--- config.mk ---
export PLATFORM = sky130hd
export DESIGN_NAME = i2c_dualreg_slave
export DESIGN_NICKNAME = d
export VERILOG_FILES = /design/src/rtl/i2c_dr_pkg.sv /design/src/rtl/i2c_dr_linesync.sv /design/src/rtl/i2c_dr_regbank.sv /design/src/rtl/i2c_dr_engine.sv /design/src/rtl/i2c_dualreg_slave.sv
export SDC_FILE = /design/constraint.sdc
export NUM_CORES = 1
export LEC_CHECK = 0
export ABC_CLOCK_PERIOD_IN_PS = 1840
export BUFFER_PORTS_ARGS = -buffer_cell sky130_fd_sc_hd__buf_2
export CORE_MARGIN = 4
export CORE_UTILIZATION = 39
export DETAILED_ROUTE_END_ITERATION = 12
export PLACE_DENSITY_LB_ADDON = 0.1
export SLEW_MARGIN = 5
export SYNTH_ARGS = -nofsm -noshare
export SYNTH_HDL_FRONTEND = slang
export SYNTH_SLANG_ARGS = --single-unit
export TNS_END_PERCENT = 50
--- constraint.sdc ---
create_clock -name clk -period 1.84 [get_ports clk]
set_input_delay 0.368 -clock clk [delete_from_list [all_inputs] [get_ports clk]]
set_output_delay 0.368 -clock clk [all_outputs]
set_load 0.02 [all_outputs]
--- src/rtl/i2c_dr_pkg.sv ---
`timescale 1ns/1ps
package i2c_dr_pkg;
  typedef enum logic [2:0] {
    ST_IDLE, ST_ADDR, ST_ADDR_ACK, ST_WDATA, ST_WACK, ST_RDATA, ST_RACK
  } bus_state_t;
  localparam logic [4:0] DEV_PATTERN = 5'b01000;
endpackage

--- src/rtl/i2c_dr_linesync.sv ---
`timescale 1ns/1ps
module i2c_dr_linesync #(
  parameter int STAGES = 2
) (
  input  logic clk,
  input  logic rst_n,
  input  logic scl_i,
  input  logic sda_i,
  output logic scl_s,
  output logic sda_s,
  output logic start_det,
  output logic stop_det,
  output logic scl_rise,
  output logic scl_fall
);
  logic [STAGES-1:0] scl_ff, sda_ff;
  logic scl_p, sda_p;

  always_ff @(posedge clk or negedge rst_n) begin
    if (!rst_n) begin
      scl_ff <= '1;
      sda_ff <= '1;
      scl_p  <= 1'b1;
      sda_p  <= 1'b1;
    end else begin
      scl_ff[0] <= scl_i;
      sda_ff[0] <= sda_i;
      for (int i = 1; i < STAGES; i++) begin
        scl_ff[i] <= scl_ff[i-1];
        sda_ff[i] <= sda_ff[i-1];
      end
      scl_p <= scl_ff[STAGES-1];
      sda_p <= sda_ff[STAGES-1];
    end
  end

  assign scl_s     = scl_ff[STAGES-1];
  assign sda_s     = sda_ff[STAGES-1];
  assign scl_rise  = scl_s & ~scl_p;
  assign scl_fall  = ~scl_s & scl_p;
  assign start_det = scl_s & scl_p & sda_p & ~sda_s;
  assign stop_det  = scl_s & scl_p & ~sda_p & sda_s;
endmodule

--- src/rtl/i2c_dr_regbank.sv ---
`timescale 1ns/1ps
module i2c_dr_regbank #(
  parameter int DATA_W   = 8,
  parameter int NUM_REGS = 2,
  localparam int SEL_W   = (NUM_REGS > 1) ? $clog2(NUM_REGS) : 1
) (
  input  logic                             clk,
  input  logic                             rst_n,
  input  logic                             wr_en,
  input  logic [SEL_W-1:0]                 sel,
  input  logic [DATA_W-1:0]                wr_data,
  output logic [DATA_W-1:0]                rd_data,
  output logic [NUM_REGS-1:0][DATA_W-1:0]  regs_o
);
  logic [NUM_REGS-1:0][DATA_W-1:0] regs_q;

  for (genvar g = 0; g < NUM_REGS; g++) begin : g_reg
    logic hit;
    assign hit = wr_en && (sel == SEL_W'(g));
    always_ff @(posedge clk or negedge rst_n) begin
      if (!rst_n)   regs_q[g] <= '0;
      else if (hit) regs_q[g] <= wr_data;
    end
  end

  assign rd_data = regs_q[sel];
  assign regs_o  = regs_q;


  reg_hold_chk: assert property (@(posedge clk) disable iff (!rst_n)
    !wr_en |=> $stable(regs_q));
endmodule

--- src/rtl/i2c_dr_engine.sv ---
`timescale 1ns/1ps
module i2c_dr_engine
  import i2c_dr_pkg::*;
#(
  parameter int DATA_W = 8,
  localparam int CNT_W = $clog2(DATA_W + 1)
) (
  input  logic              clk,
  input  logic              rst_n,
  input  logic              scl_s,
  input  logic              sda_s,
  input  logic              start_det,
  input  logic              stop_det,
  input  logic              scl_rise,
  input  logic              scl_fall,
  input  logic              strap_i,
  input  logic [DATA_W-1:0] rd_data,
  output logic              sel_o,
  output logic              wr_en_o,
  output logic [DATA_W-1:0] wr_data_o,
  output logic              sda_pull_o
);
  localparam logic [CNT_W-1:0] LAST = CNT_W'(DATA_W);

  bus_state_t        state_q, state_d;
  logic [CNT_W-1:0]  cnt_q, cnt_d;
  logic [DATA_W-1:0] shift_q, shift_d;
  logic              sel_q, sel_d, rw_q, rw_d, nack_q, nack_d, pull_q, pull_d;
  logic              addr_ok;

  assign addr_ok = (shift_q[DATA_W-1:DATA_W-5] == DEV_PATTERN) && (shift_q[2] == strap_i);

  always_comb begin
    state_d = state_q;
    cnt_d   = cnt_q;
    shift_d = shift_q;
    sel_d   = sel_q;
    rw_d    = rw_q;
    nack_d  = nack_q;
    pull_d  = pull_q;
    wr_en_o = 1'b0;
    if (start_det) begin
      state_d = ST_ADDR;
      cnt_d   = '0;
      pull_d  = 1'b0;
    end else if (stop_det) begin
      state_d = ST_IDLE;
      pull_d  = 1'b0;
    end else begin
      unique case (state_q)
        ST_ADDR, ST_WDATA: begin
          if (scl_rise) begin
            shift_d = {shift_q[DATA_W-2:0], sda_s};
            cnt_d   = cnt_q + 1'b1;
          end else if (scl_fall && cnt_q == LAST) begin
            cnt_d = '0;
            if (state_q == ST_WDATA) begin
              wr_en_o = 1'b1;
              pull_d  = 1'b1;
              state_d = ST_WACK;
            end else if (addr_ok) begin
              sel_d   = shift_q[1];
              rw_d    = shift_q[0];
              pull_d  = 1'b1;
              state_d = ST_ADDR_ACK;
            end else begin
              state_d = ST_IDLE;
            end
          end
        end
        ST_ADDR_ACK: begin
          if (scl_fall) begin
            cnt_d = '0;
            if (rw_q) begin
              shift_d = rd_data;
              pull_d  = ~rd_data[DATA_W-1];
              state_d = ST_RDATA;
            end else begin
              pull_d  = 1'b0;
              state_d = ST_WDATA;
            end
          end
        end
        ST_WACK: begin
          if (scl_fall) begin
            pull_d  = 1'b0;
            cnt_d   = '0;
            state_d = ST_WDATA;
          end
        end
        ST_RDATA: begin
          if (scl_rise) begin
            cnt_d = cnt_q + 1'b1;
          end else if (scl_fall) begin
            if (cnt_q == LAST) begin
              pull_d  = 1'b0;
              cnt_d   = '0;
              state_d = ST_RACK;
            end else begin
              shift_d = {shift_q[DATA_W-2:0], 1'b0};
              pull_d  = ~shift_q[DATA_W-2];
            end
          end
        end
        ST_RACK: begin
          if (scl_rise) begin
            nack_d = sda_s;
          end else if (scl_fall) begin
            if (nack_q) begin
              pull_d  = 1'b0;
              state_d = ST_IDLE;
            end else begin
              shift_d = rd_data;
              pull_d  = ~rd_data[DATA_W-1];
              state_d = ST_RDATA;
            end
          end
        end
        default: ;
      endcase
    end
  end

  always_ff @(posedge clk or negedge rst_n) begin
    if (!rst_n) begin
      state_q <= ST_IDLE;
      cnt_q   <= '0;
      shift_q <= '0;
      sel_q   <= 1'b0;
      rw_q    <= 1'b0;
      nack_q  <= 1'b0;
      pull_q  <= 1'b0;
    end else begin
      state_q <= state_d;
      cnt_q   <= cnt_d;
      shift_q <= shift_d;
      sel_q   <= sel_d;
      rw_q    <= rw_d;
      nack_q  <= nack_d;
      pull_q  <= pull_d;
    end
  end

  assign sel_o      = sel_q;
  assign wr_data_o  = shift_q;
  assign sda_pull_o = pull_q;


  pull_scl_low_chk: assert property (@(posedge clk) disable iff (!rst_n)
    !$stable(pull_q) |-> (!scl_s || $past(start_det || stop_det)));

  stop_idle_chk: assert property (@(posedge clk) disable iff (!rst_n)
    stop_det && !start_det |=> (state_q == ST_IDLE) && !pull_q);

  start_addr_chk: assert property (@(posedge clk) disable iff (!rst_n)
    start_det |=> (state_q == ST_ADDR) && (cnt_q == '0));

  strap_mismatch_chk: assert property (@(posedge clk) disable iff (!rst_n)
    (state_q == ST_ADDR) && scl_fall && (cnt_q == LAST) && (shift_q[2] != strap_i)
      && !start_det && !stop_det |=> (state_q == ST_IDLE) && !pull_q);

  idle_release_chk: assert property (@(posedge clk) disable iff (!rst_n)
    (state_q == ST_IDLE) |-> !pull_q);
endmodule

--- src/rtl/i2c_dualreg_slave.sv ---
`timescale 1ns/1ps
module i2c_dualreg_slave #(
  parameter int DATA_W      = 8,
  parameter int SYNC_STAGES = 2
) (
  input  logic              clk,
  input  logic              rst_n,
  input  logic              scl_i,
  input  logic              sda_i,
  input  logic              strap_i,
  output logic              sda_pull_o,
  output logic [DATA_W-1:0] reg0_o,
  output logic [DATA_W-1:0] reg1_o
);
  localparam int NUM_REGS = 2;

  logic [1:0] rst_pipe;
  logic       rst_n_int;

  always_ff @(posedge clk or negedge rst_n) begin
    if (!rst_n) rst_pipe <= '0;
    else        rst_pipe <= {rst_pipe[0], 1'b1};
  end
  assign rst_n_int = rst_pipe[1];

  logic scl_s, sda_s, start_det, stop_det, scl_rise, scl_fall;
  logic sel, wr_en;
  logic [DATA_W-1:0] wr_data, rd_data;
  logic [NUM_REGS-1:0][DATA_W-1:0] regs;

  i2c_dr_linesync #(.STAGES(SYNC_STAGES)) u_sync (
    .clk(clk), .rst_n(rst_n_int), .scl_i(scl_i), .sda_i(sda_i),
    .scl_s(scl_s), .sda_s(sda_s), .start_det(start_det), .stop_det(stop_det),
    .scl_rise(scl_rise), .scl_fall(scl_fall)
  );

  i2c_dr_engine #(.DATA_W(DATA_W)) u_eng (
    .clk(clk), .rst_n(rst_n_int), .scl_s(scl_s), .sda_s(sda_s),
    .start_det(start_det), .stop_det(stop_det), .scl_rise(scl_rise),
    .scl_fall(scl_fall), .strap_i(strap_i), .rd_data(rd_data),
    .sel_o(sel), .wr_en_o(wr_en), .wr_data_o(wr_data), .sda_pull_o(sda_pull_o)
  );

  i2c_dr_regbank #(.DATA_W(DATA_W), .NUM_REGS(NUM_REGS)) u_regs (
    .clk(clk), .rst_n(rst_n_int), .wr_en(wr_en), .sel(sel),
    .wr_data(wr_data), .rd_data(rd_data), .regs_o(regs)
  );

  assign reg0_o = regs[0];
  assign reg1_o = regs[1];
endmodule

# Word level (Yosys, flattened, before mapping)
# Index checks and enable logic that the tools add are counted.
[totals]
ff_bits = 43
inputBits = 5
out_inout_bits = 17
[op_classes]
n_addsub = 1
n_lt_le_gt_ge = 1
n_eq_ne = 33
n_mux = 59
n_bitwise = 18
reduce_logical = 15
[op_table]
columns = ["operator", "n"]
rows = [
  ["8-bit two-way mux", 11],
  ["3-bit two-way mux", 14],
  ["4-bit by 3-bit != test with 1-bit output, second input constant", 9],
  ["4-bit two-way mux", 8],
  ["8-bit case mux with 4 select lines", 1],
  ["1-bit two-way mux", 21],
  ["10-bit AND reduction", 2],
  ["3-bit case mux with 5 select lines", 1],
  ["2-bit != test, second input constant", 6],
  ["4-bit != test, second input constant", 3],
  ["4-bit case mux with 3 select lines", 1],
  ["12-bit AND reduction", 1],
  ["1-bit NOT", 11],
  ["3-bit equality test, second input constant", 3],
  ["2-bit by 1-bit != test with 1-bit output, second input constant", 4],
  ["4-bit nonzero test", 2],
  ["1-bit AND", 7],
  ["7-bit AND reduction", 1],
  ["7-bit nonzero test", 1],
  ["3-bit by 2-bit equality test with 1-bit output, second input constant", 2],
  ["6-bit AND reduction", 1],
  ["5-bit by 4-bit equality test with 1-bit output, second input constant", 1],
  ["5-bit by 3-bit != test with 1-bit output, second input constant", 1],
  ["1-bit case mux with 5 select lines", 1],
  ["other kinds (10)", 14],
]

# Longest topological paths before layout
# Gate-level depths: netlist (run 1).
[logic_depth]
depth_word = 9
mapped_depth = 7
mapped_depth_nobuf = 7

# By module
# From an unflattened synthesis (run 1), not the netlist that was laid out.
[hier_totals]
hier_cells = 211
area_unflattened_um2 = 2333.5
[by_module_without_submodules]
columns = ["mod", "n_inst", "cells_each", "area_each_um2", "seq_area_each_um2"]
rows = [
  ["i2c_dr_engine", 1, 154, 1342.5, 475.5],
  ["i2c_dr_regbank", 1, 44, 747.0, 400.4],
  ["i2c_dr_linesync", 1, 10, 190.2, 157.7],
  ["i2c_dualreg_slave", 1, 3, 53.8, 50.0],
]

# Worst setup path after synthesis (run 1)
# No wires, ideal clock.
[synth_timing]
kind = "reg2reg"
startpoint = "register u_eng.cnt_q[0]"
endpoint = "register u_eng.cnt_q[2]"
setup_time_ns = 0.066
arrival_time_ns = 1.775
required_time_ns = 1.774
setup_slack_ns = -0.001
stages_incl_launch_ff = 8
path_buffers = 0
period_less_slack_ns = 1.841
cell_sequence = "dfrtp_1 -> inv_1 -> ha_1 -> nand3b_1 -> a2111oi_2 -> a21oi_2 -> or4b_1 -> nand2_1"
[synth_via]
elab_chain_len = 5
elab_cells_between_ends = 11
cone_classes = "add/sub (1); eq/ne (3); mux (5); reduce/logical (2)"
[synth_rtl]
columns = ["element", "line_no", "text"]
rows = [
  ["from (decl)", "i2c_dr_engine.sv:26", "logic [CNT_W-1:0] cnt_q, cnt_d;"],
  ["from (signal assigned)", "i2c_dr_engine.sv:135", "cnt_q <= cnt_d;"],
  ["4-bit by 1-bit adder with 4-bit output", "i2c_dr_engine.sv:54, i2c_dr_engine.sv:93", ""],
  ["4-bit two-way mux, on equally long branches", "i2c_dr_engine.sv:92, i2c_dr_engine.sv:52", ""],
  ["4-bit case mux with 3 select lines", "i2c_dr_engine.sv:50", "unique case (state_q)"],
  ["4-bit two-way mux", "i2c_dr_engine.sv:46", "end else if (stop_det) begin"],
  ["4-bit two-way mux", "i2c_dr_engine.sv:42", "if (start_det) begin"],
]
# Several ways; a longest one is shown, not always the timed one. The select of a mux whose other input is x is not followed.
# A chain may end at the register's enable or synchronous reset.

# Worst setup path after layout (run 1)
# Ends and elaborated chain as after synthesis.

==> results of run 1 <==
==> metal layers <==
metal,share of wire [%],routed length (um)
met2,46,2095
met4,0.77,35
met1,48,2179
met5,0,0
met3,5.4,248
==> cell families after synthesis <==
family | Yosys count | synth area share (%)
compound gates | 34 | 10.76
flops | 43 | 51.46
fa+ha+maj | 2 | 1.188
xor+xnor | 3 | 1.248
buf+inv | 13 | 2.971
other cells | 1 | 0.1781
mux | 35 | 18.24
simple gates | 53 | 13.96
==> worst max-delay path, delay by kind of cell, from the launching register on <==
family / cells / cell delay [ps]
AND/OR/NAND/NOR: 3 / 730
AO/OA/AOI/OAI: 2 / 440
flip-flops: 1 / 400
adder cells (fa/ha/maj): 1 / 130
buffers and inverters: 1 / 80
==> timing repair <==
action                                 4_1_cts  5_1_grt
buffers inserted                             1        1
endpoints found under the hold margin        2        0
hold buffers                                 1        0
pin swaps                                    1        1
setup endpoints to repair                    2       22
gates resized for setup                      2       11
==> cells in the final DEF, fill, tap and decap left out, types with 3 or more instances in the layout <==
cell type  count
dfrtp_1       37
mux2_2        23
buf_2         21
buf_4         18
nand2_1       15
o21ai_0       13
mux2i_1        8
nor2_1         8
nor3_1         8
a21oi_1        6
dfstp_2        6
clkbuf_8       5
nand3_1        4
mux2_4         4
xnor2_1        3
inv_1          3
==> worst max-delay path by stage <==
stage,cells past startpoint,end
final,7,u_eng.cnt_q[2]
after global routing,7,u_eng.cnt_q[3]
after CTS,7,u_eng.cnt_q[3]
after detailed placement,7,u_eng.cnt_q[3]
after global placement,5,u_eng.cnt_q[2]
after floorplan,6,u_eng.cnt_q[2]
==> layout make-up <==
type                            instances  area, sq um  share of cell area [%]
Inverter                                6        22.52                  0.8811
Timing Repair Buffer                   41        261.5                   10.23
Clock buffer                            6        72.57                   2.839
Multi-Input combinational cell        128         1016                   39.75
Sequential cell                        43         1084                   42.39
Clock inverter                          2        12.51                  0.4895
Tap cell                               70        87.58                   3.426
==> sequential cells by signal (all words and copies together) (netlist names), 2 cells and up <==
name             cells
u_regs.regs_o       16
u_eng.wr_data_o      8
u_eng.cnt_q          4
u_eng.state_q        3
rst_pipe             2
u_sync.scl_ff        2
u_sync.sda_ff        2
==> stage by stage <==
stage / total power [W] / worst slack (ps) / cell area, sq um / hold slack (ps) / utilization (%)
2_1_floorplan: 0.001138 / 21.52 / 2106 / 72.41 / -
3_3_place_gp: 0.001194 / 63.83 / 2386 / 153.4 / 46.13
3_5_place_dp: 0.001198 / -3.251 / 2386 / 156.0 / 46.13
4_1_cts: 0.001794 / -21.99 / 2504 / 160.4 / 48.40
5_1_grt: 0.001896 / -64.45 / 2556 / 152.6 / 49.42
6_report: 0.001799 / 19.65 / 2556 / 175.5 / 49.42
==> synth_stat cells (2+ instances only) <==
master,instances,area [sq um]
a31oi_1,2,12.51
inv_1,5,18.77
o32ai_1,2,17.52
clkbuf_1,2,7.510
nand3b_1,2,15.01
ha_1,2,25.02
mux2i_1,8,80.08
dfrtp_1,37,925.9
nor2_1,8,30.03
nor4_1,2,12.51
mux2_2,27,304.0
nand3_1,4,20.02
o21ai_0,13,65.06
a21oi_1,6,30.03
nand2_1,15,56.30
dfstp_2,6,157.7
nor3_1,10,50.05
buf_2,2,10.01
nand2b_1,2,12.51
xnor2_1,3,26.28
==> power groups by stage <==
stage | clock [W] | combinational, W | sequential (W)
3_3_place_gp | 0 | 0.000152 | 0.00104
5_1_grt | 0.000651 | 0.000210 | 0.00104
2_1_floorplan | 0 | 0.0000892 | 0.00105
3_5_place_dp | 0 | 0.000153 | 0.00104
4_1_cts | 0.000608 | 0.000159 | 0.00103
6_report | 0.000587 | 0.000184 | 0.00103
==> impl_metrics.env, run 1 <==
export IMPL_run_status="complete, no violations"
export IMPL_num_vias=1527
export IMPL_max_fo_critical_path=3
export IMPL_met2_demand_to_capacity_share_in_global_routing_pct=21.82
export IMPL_use_met1_pct=21.65
export IMPL_timing_hold_worst_endpoint="u_sync.scl_ff[0]"
export IMPL_layout_cells_non_filler=296
export IMPL_syn2layout_area_growth_pct=21.39
export IMPL_cts_tree="built"
export IMPL_placement_io_buffers=21
export IMPL_max_cap_violations=0
export IMPL_fin_nets=232
export IMPL_netlist_area_sq_um=2106
export IMPL_wire_per_inst_um=15.40
export IMPL_cts_max_path_buffers=2
export IMPL_timing_setup_tns_ps=0
export IMPL_critPathLaunch="u_eng.cnt_q[0]"
export IMPL_fillers=477
export IMPL_highest_cell_delay_on_the_worst_timing_path_ps=470
export IMPL_netSwitchingFraction_pct=25.28
export IMPL_cts_sinks=43
export IMPL_maxClockFrequency_mhz=549.3
export IMPL_hold_crit_depth=1
export IMPL_cellPowerDensity_nw_per_um2=703.9
export IMPL_critPathKind="reg2reg"
export IMPL_total_leakage_power_nw=1.152
export IMPL_r2r_cells=7
export IMPL_worst_pin_slew_ps=550.0
export IMPL_warnings_synthesis=0
export IMPL_worst_path_max_delay_cell="or4b_1"
export IMPL_required_ps=2080
export IMPL_placed_cells=285
export IMPL_internal_power_w=0.001345
export IMPL_finalClockSkew_ps=12.10
export IMPL_dieArea_sq_um=6639
export IMPL_place_congestion=0.8228
export IMPL_synth_register_bits=43
export IMPL_timing_max_slew_rel_slack_pct=63.05
export IMPL_worst_r2r_setup_slack_ps=20
export IMPL_wl_um=4559
export IMPL_rows=26
export IMPL_cts_clk_slew_worst_paths_ps=80
export IMPL_timing_hold_worst_start="scl_i"
export IMPL_power_frac_seq_pct=57.1
export IMPL_worst_r2r_endpoint="u_eng.cnt_q[2]"
export IMPL_drtIter0Drc=70
export IMPL_ant_nets=0
export IMPL_worst_endpoint_arrival_ps=2060
export IMPL_grt_max_degree=27
export IMPL_seq_area_frac_synth_pct=51.46
export IMPL_grt_first_pass_wirelength_um=7548
export IMPL_drcViolationCount=0
export IMPL_clkLatencyLatePin_ps=290
export IMPL_timing_hold_worst_class="in2reg"
export IMPL_drive_gt1_share_pct=41.59
export IMPL_ios=22
export IMPL_critical_path_start_type="flip-flop"
export IMPL_period_share_pct=98.93
export IMPL_cts_root_buf="clkbuf_8"
export IMPL_worstReg2RegStart="u_eng.cnt_q[0]"
export IMPL_antenna_found_initial=0
export IMPL_ys_flop_type="dfrtp_1"
export IMPL_setup_violations=0
export IMPL_die_h_um=81.48
export IMPL_die_width_um=81.48
export IMPL_cells_after_synth=184
export IMPL_use_met3_pct=4.057
export IMPL_grt_overflow=0
export IMPL_hold_viol=0
export IMPL_antenna_cells_inserted=0
export IMPL_busiest_layer="met2"
export IMPL_detail_route_vias_per_cell=5.159
export IMPL_start_util_pct=40.71
export IMPL_dp_hpwl_um=3247
export IMPL_timing_final_max_slew_violations=0
export IMPL_crit_path_end_kind="flip-flop"
export IMPL_critical_path_cell_chain="inv_2, ha_4, nand3b_1, a2111oi_4, a21oi_2, or4b_1, nand2_1"
export IMPL_syn_area_per_cell_sq_um=11.44
export IMPL_fin_crit_ps=1820
export IMPL_cts_inserted_buffers=5
export IMPL_ir_worst_vdd_mv=0.5066
export IMPL_cts_htree_levels=2
export IMPL_mappedNetlistNets=191
export IMPL_rsz0062_at_grt="yes"
export IMPL_synth_edf_count=0
export IMPL_first_global_vias=1490
export IMPL_clock_power_share_pct=32.6
export IMPL_drt_first_pass_iters=4
export IMPL_power_frac_comb_pct=10.2
export IMPL_power_switching_w=0.0004549
export IMPL_coreArea_sq_um=5172
export IMPL_synth_cell_type_count=46
export IMPL_total_grt_usage_pct=14.94
export IMPL_ys_async_sr_fraction_pct=100.0
(Power assumes the default switching activity.)
==> run 2, diff against run 1 <==
--- a/config.mk
+++ b/config.mk
@@ -6,10 +6,10 @@
 export NUM_CORES = 1
 export LEC_CHECK = 0
 export ABC_CLOCK_PERIOD_IN_PS = 1840
-export BUFFER_PORTS_ARGS = -buffer_cell sky130_fd_sc_hd__buf_2
 export CORE_MARGIN = 4
 export CORE_UTILIZATION = 39
 export DETAILED_ROUTE_END_ITERATION = 12
+export DONT_BUFFER_PORTS = 1
 export PLACE_DENSITY_LB_ADDON = 0.1
 export SLEW_MARGIN = 5
 export SYNTH_ARGS = -nofsm -noshare
==> run 2 against run 1 <==
Net effect:
- sequential cell count stayed put
- die area did not move
- utilization decreased by 1.1 points
- global-route usage fell by 0.25 points
- largest cell class unchanged
- highest routed layer unchanged
==> impl_metrics.env, run 2 (same netlist as run 1, synthesis figures left out) <==
export IMPL_ir_worst_vdd_mv=0.4084
export IMPL_cts_inserted_buffers=5
export IMPL_cts_root_buf="clkbuf_8"
export IMPL_drive_gt1_share_pct=37.86
export IMPL_run_status="complete, no violations"
export IMPL_dieArea_sq_um=6639
export IMPL_crit_path_end_kind="flip-flop"
export IMPL_cellPowerDensity_nw_per_um2=788.9
export IMPL_ant_nets=0
export IMPL_detail_route_vias_per_cell=5.341
export IMPL_timing_max_slew_rel_slack_pct=66.71
export IMPL_maxClockFrequency_mhz=547.8
export IMPL_ios=22
export IMPL_wl_um=4508
export IMPL_dp_hpwl_um=3271
export IMPL_max_cap_violations=0
export IMPL_num_vias=1474
export IMPL_cts_clk_slew_worst_paths_ps=80
export IMPL_grt_overflow=0
export IMPL_placement_io_buffers=0
export IMPL_die_h_um=81.48
export IMPL_wire_per_inst_um=16.33
export IMPL_highest_cell_delay_on_the_worst_timing_path_ps=470
export IMPL_cts_htree_levels=2
export IMPL_antenna_cells_inserted=0
export IMPL_detailedPlace_worstSlack_ps=-13.35
export IMPL_first_global_vias=1484
export IMPL_total_leakage_power_nw=1.058
export IMPL_critPathKind="reg2reg"
export IMPL_clkLatencyLatePin_ps=290
export IMPL_period_share_pct=99.20
export IMPL_layout_commonest_cell="dfrtp_1"
export IMPL_rsz0062_at_grt="yes"
export IMPL_worst_pin_slew_ps=495.5
export IMPL_hold_viol=0
export IMPL_rows=26
export IMPL_cts_tree="built"
export IMPL_layout_setup_ws_ps=14.64
export IMPL_syn2layout_area_growth_pct=18.60
export IMPL_cts_sinks=43
export IMPL_place_area_sq_um=2296
export IMPL_worst_path_max_delay_cell="or4b_1"
export IMPL_total_grt_usage_pct=14.69
export IMPL_final_area_sq_um=2497
export IMPL_critical_path_cell_chain="inv_2, ha_4, nand3b_1, a2111oi_4, a21oi_2, or4b_1, nand2_1"
export IMPL_max_ffs_per_register=16
export IMPL_drtIter0Drc=53
export IMPL_required_ps=2080
export IMPL_start_util_pct=40.71
export IMPL_timing_setup_tns_ps=0
export IMPL_antenna_found_initial=0
export IMPL_place_congestion=0.8861
export IMPL_worst_endpoint_arrival_ps=2060
export IMPL_die_width_um=81.48
export IMPL_drcViolationCount=0
export IMPL_cts_max_path_buffers=2
export IMPL_mostFrequentLayoutCells="dfrtp_1, mux2_2, buf_4"
export IMPL_fin_nets=212
export IMPL_fin_crit_ps=1825
export IMPL_max_fo_critical_path=4
export IMPL_setup_violations=0
export IMPL_fillers=479
export IMPL_grt_max_degree=42
export IMPL_drt_first_pass_iters=4
export IMPL_timing_hold_worst_class="in2reg"
export IMPL_timing_final_max_slew_violations=0
export IMPL_grt_first_pass_wirelength_um=7383
export IMPL_coreArea_sq_um=5172
export IMPL_critical_path_start_type="flip-flop"
export IMPL_finalClockSkew_ps=6.579
==> run 2: where the power goes <==
group / switching, W / total [W] / leakage [nW] / internal (W)
logic: 0.0000901 / 0.000174 / 0.426 / 0.0000843
registers: 0.0000382 / 0.00103 / 0.570 / 0.000987
clock network: 0.000324 / 0.000770 / 0.0618 / 0.000446
total: 0.000452 / 0.00197 / 1.06 / 0.00152
==> run 2: path summary, 6_finish.rpt <==
kind / startpoint / end / slack, ps / cells past startpoint
max: u_eng.cnt_q[1] / u_eng.cnt_q[2] / 10 / 7
min: sda_i / u_sync.sda_ff[0] / 70 / 0
max reg2reg: u_eng.cnt_q[1] / u_eng.cnt_q[2] / 10 / 7
min reg2reg: rst_pipe[1] / u_eng.nack_q / 290 / 1
max in group asynchronous: rst_pipe[1] / u_eng.state_q[2] / 1160 / 1
min in group asynchronous: rst_pipe[1] / u_eng.nack_q / 290 / 1
==> run 2: routing by layer <==
| layer | vias to the layer above | track usage, % | wire, um |
|---|---|---|---|
| met5 | - | 0 | 0 |
| met4 | 0 | 5.574 | 80 |
| met3 | 9 | 4.057 | 286 |
| met2 | 54 | 21.74 | 2072 |
| met1 | 708 | 20.43 | 2070 |
| li1 | 703 | - | - |
==> run 2: final cells by class <==
cell class              instances  area [sq um]  share of cell area (%)
clock buffers                   6         82.58                   3.307
clock inverters                 2         38.79                   1.553
inverters                       6         22.52                  0.9018
flip-flops and latches         43          1085                   43.44
repair buffers                 21         160.2                   6.413
well taps                      70         87.58                   3.507
multi-input cells             128          1021                   40.88
==> run 2: stage by stage <==
stage | power (W) | hold slack [ps] | cells | util, %
4_1_cts | 0.001972 | 55.97 | 275 | 46.98
3_3_place_gp | 0.001185 | 72.51 | 266 | 44.39
3_5_place_dp | 0.001190 | 72.51 | 266 | 44.39
6_report | 0.001970 | 67.52 | 276 | 48.28
2_1_floorplan | 0.001138 | 72.41 | 184 | -
5_1_grt | 0.002068 | 44.30 | 276 | 48.28
==> run 2: critical path, delay by kind of cell, from the launching register on <==
| kind | cells | cell delay [ps] |
|---|---|---|
| AO/OA/AOI/OAI | 2 | 440 |
| adder cells (fa/ha/maj) | 1 | 140 |
| buffers and inverters | 1 | 80 |
| flip-flops | 1 | 390 |
| AND/OR/NAND/NOR | 3 | 720 |
==> run 2: repair_timing <==
action | CTS | global route
resized for setup | 1 | 13
setup buffers | 0 | 1
endpoints found under the setup margin | 8 | 31
endpoints found under the hold margin | 2 | 0
hold buffers | 1 | 0
gates cloned | 0 | 0
pin swaps | 0 | 2
==> run 3, diff against run 2 <==
==> constraint.sdc (replaced) <==
create_clock -name clk -period 1.84 [get_ports clk]
set_input_delay 0.368 -clock clk [delete_from_list [all_inputs] [get_ports clk]]
set_output_delay 0.368 -clock clk [all_outputs]
set_load 0.05 [all_outputs]
==> run 3 against run 2 <==
Net effect:
- die area unchanged
- combinational power down 11%
- clock power down 25%
- utilization down 0.31 points
- worst hold slack better by 5.0 ps
- sequential cell count unchanged
- critical endpoint unchanged
- highest routed layer unchanged
==> impl_metrics.env, run 3 (same netlist as run 1, synthesis figures left out) <==
export IMPL_placement_io_buffers=0
export IMPL_fin_crit_ps=1795
export IMPL_internal_power_w=0.001327
export IMPL_wire_per_inst_um=15.31
export IMPL_maxClockFrequency_mhz=557.2
export IMPL_power_frac_seq_pct=58.3
export IMPL_clock_power_share_pct=32.9
export IMPL_rows=26
export IMPL_detail_route_vias_per_cell=5.270
export IMPL_max_fo_critical_path=11
export IMPL_cts_root_buf="clkbuf_8"
export IMPL_drtIter0Drc=84
export IMPL_cts_htree_levels=2
export IMPL_cts_tree="built"
export IMPL_worst_path_max_delay_cell="dfrtp_1"
export IMPL_drive_gt1_share_pct=37.26
export IMPL_total_grt_usage_pct=14.26
export IMPL_critical_path_cell_chain="and2_1, o32ai_1, a21oi_2, or4b_1, nand2_1"
export IMPL_period_share_pct=97.53
export IMPL_worst_endpoint_arrival_ps=2030
export IMPL_timing_max_slew_rel_slack_pct=64.81
export IMPL_mostFrequentLayoutCells="dfrtp_1, mux2_2, buf_4"
export IMPL_wl_um=4317
export IMPL_ant_nets=0
export IMPL_cellPowerDensity_nw_per_um2=709.6
export IMPL_syn2layout_area_growth_pct=17.83
export IMPL_hold_viol=0
export IMPL_timing_final_max_slew_violations=0
export IMPL_coreArea_sq_um=5172
export IMPL_cts_sinks=43
export IMPL_critical_path_start_type="flip-flop"
export IMPL_max_cap_violations=0
export IMPL_worst_hold_check_slack_ps=72.47
export IMPL_grt_max_degree=26
export IMPL_place_congestion=0.9043
export IMPL_clkLatencyLatePin_ps=290
export IMPL_required_ps=2070
export IMPL_cts_max_path_buffers=2
export IMPL_p_total_w=0.001761
export IMPL_max_ffs_per_register=16
export IMPL_highest_cell_delay_on_the_worst_timing_path_ps=510
export IMPL_critPathKind="reg2reg"
export IMPL_crit_path_end_kind="flip-flop"
export IMPL_start_util_pct=40.71
export IMPL_setup_violations=0
export IMPL_antenna_found_initial=0
export IMPL_num_vias=1486
export IMPL_total_leakage_power_nw=1.065
export IMPL_post_cts_setup_buffers=0
export IMPL_drcViolationCount=0
export IMPL_dieArea_sq_um=6639
export IMPL_fin_nets=218
export IMPL_power_frac_comb_pct=8.8
export IMPL_finalClockSkew_ps=6.794
export IMPL_worst_pin_slew_ps=523.9
export IMPL_layout_setup_ws_ps=45.44
export IMPL_power_switching_w=0.0004340
export IMPL_drt_first_pass_iters=4
export IMPL_cts_inserted_buffers=5
export IMPL_run_status="complete, no violations"
export IMPL_die_h_um=81.48
export IMPL_layout_commonest_cell="dfrtp_1"
export IMPL_detailedPlace_worstSlack_ps=15.32
export IMPL_die_width_um=81.48
export IMPL_timing_hold_worst_class="in2reg"
export IMPL_dp_hpwl_um=3281
export IMPL_ios=22
export IMPL_antenna_cells_inserted=0
export IMPL_cts_clk_slew_worst_paths_ps=80
export IMPL_grt_overflow=0
export IMPL_ir_worst_vdd_mv=0.4009
export IMPL_netSwitchingFraction_pct=24.65
export IMPL_rsz0062_at_grt="yes"
export IMPL_grt_first_pass_wirelength_um=7245
export IMPL_fillers=480
export IMPL_first_global_vias=1581
==> run 3: metrics by stage <==
step                setup TNS [ps]  util [%]  cell area [sq um]  std cells
finish                           0     47.97               2481        282
global route                -951.0     47.97               2481        282
CTS                              0     47.24               2444        282
detailed placement               0     45.40               2349        273
global placement                 0     45.40               2349        273
floorplan                        0         -               2106        184
==> run 3: area by class of cell <==
| cell class | count | area (sq um) | share of cell area [%] |
|---|---|---|---|
| Inverter | 6 | 22.52 | 0.9077 |
| Clock inverter | 2 | 12.51 | 0.5043 |
| Clock buffer | 6 | 72.57 | 2.925 |
| Sequential cell | 43 | 1084 | 43.67 |
| Tap cell | 70 | 87.58 | 3.530 |
| Multi-Input combinational cell | 128 | 997.2 | 40.19 |
| Timing Repair Buffer | 27 | 205.2 | 8.270 |
==> run 3: final timing paths <==
path,start,end,slack (ps),depth (start not counted)
setup / recovery,u_eng.state_q[2],u_eng.cnt_q[2],50,5
hold / removal,sda_i,u_sync.sda_ff[0],70,0
setup reg to reg,u_eng.state_q[2],u_eng.cnt_q[2],50,5
hold reg to reg,rst_pipe[1],u_eng.cnt_q[3],210,1
max in group asynchronous,rst_pipe[1],u_sync.scl_ff[1],1300,1
min in group asynchronous,rst_pipe[1],u_eng.cnt_q[3],210,1
==> run 3: per-layer routing <==
layer / wire, um / vias to the layer above / GRT usage, %
li1: - / 717 / -
met1: 2105 / 736 / 19.02
met2: 1963 / 29 / 21.74
met3: 211 / 4 / 4.934
met4: 36 / 0 / 4.561
met5: 0 / - / 0
==> run 3: worst max-delay path, delay by kind of cell, from the launching register on <==
| family | cells | cell delay, ps |
|---|---|---|
| compound gates | 2 | 440 |
| simple gates | 3 | 790 |
| flops | 1 | 510 |
==> run 3: repair_timing <==
action | CTS | global route
gates resized for setup | 0 | 7
endpoints found under the setup margin | 0 | 29
hold endpoints to repair | 2 | 0
hold buffers | 1 | 0
==> run 3: power groups by stage <==
stage	sequential, W	clock, W	combinational (W)
5_1_grt	0.00103	0.000638	0.000179
6_report	0.00103	0.000580	0.000155
3_3_place_gp	0.00104	0	0.000146
2_1_floorplan	0.00105	0	0.0000892
3_5_place_dp	0.00104	0	0.000149
4_1_cts	0.00102	0.000596	0.000152
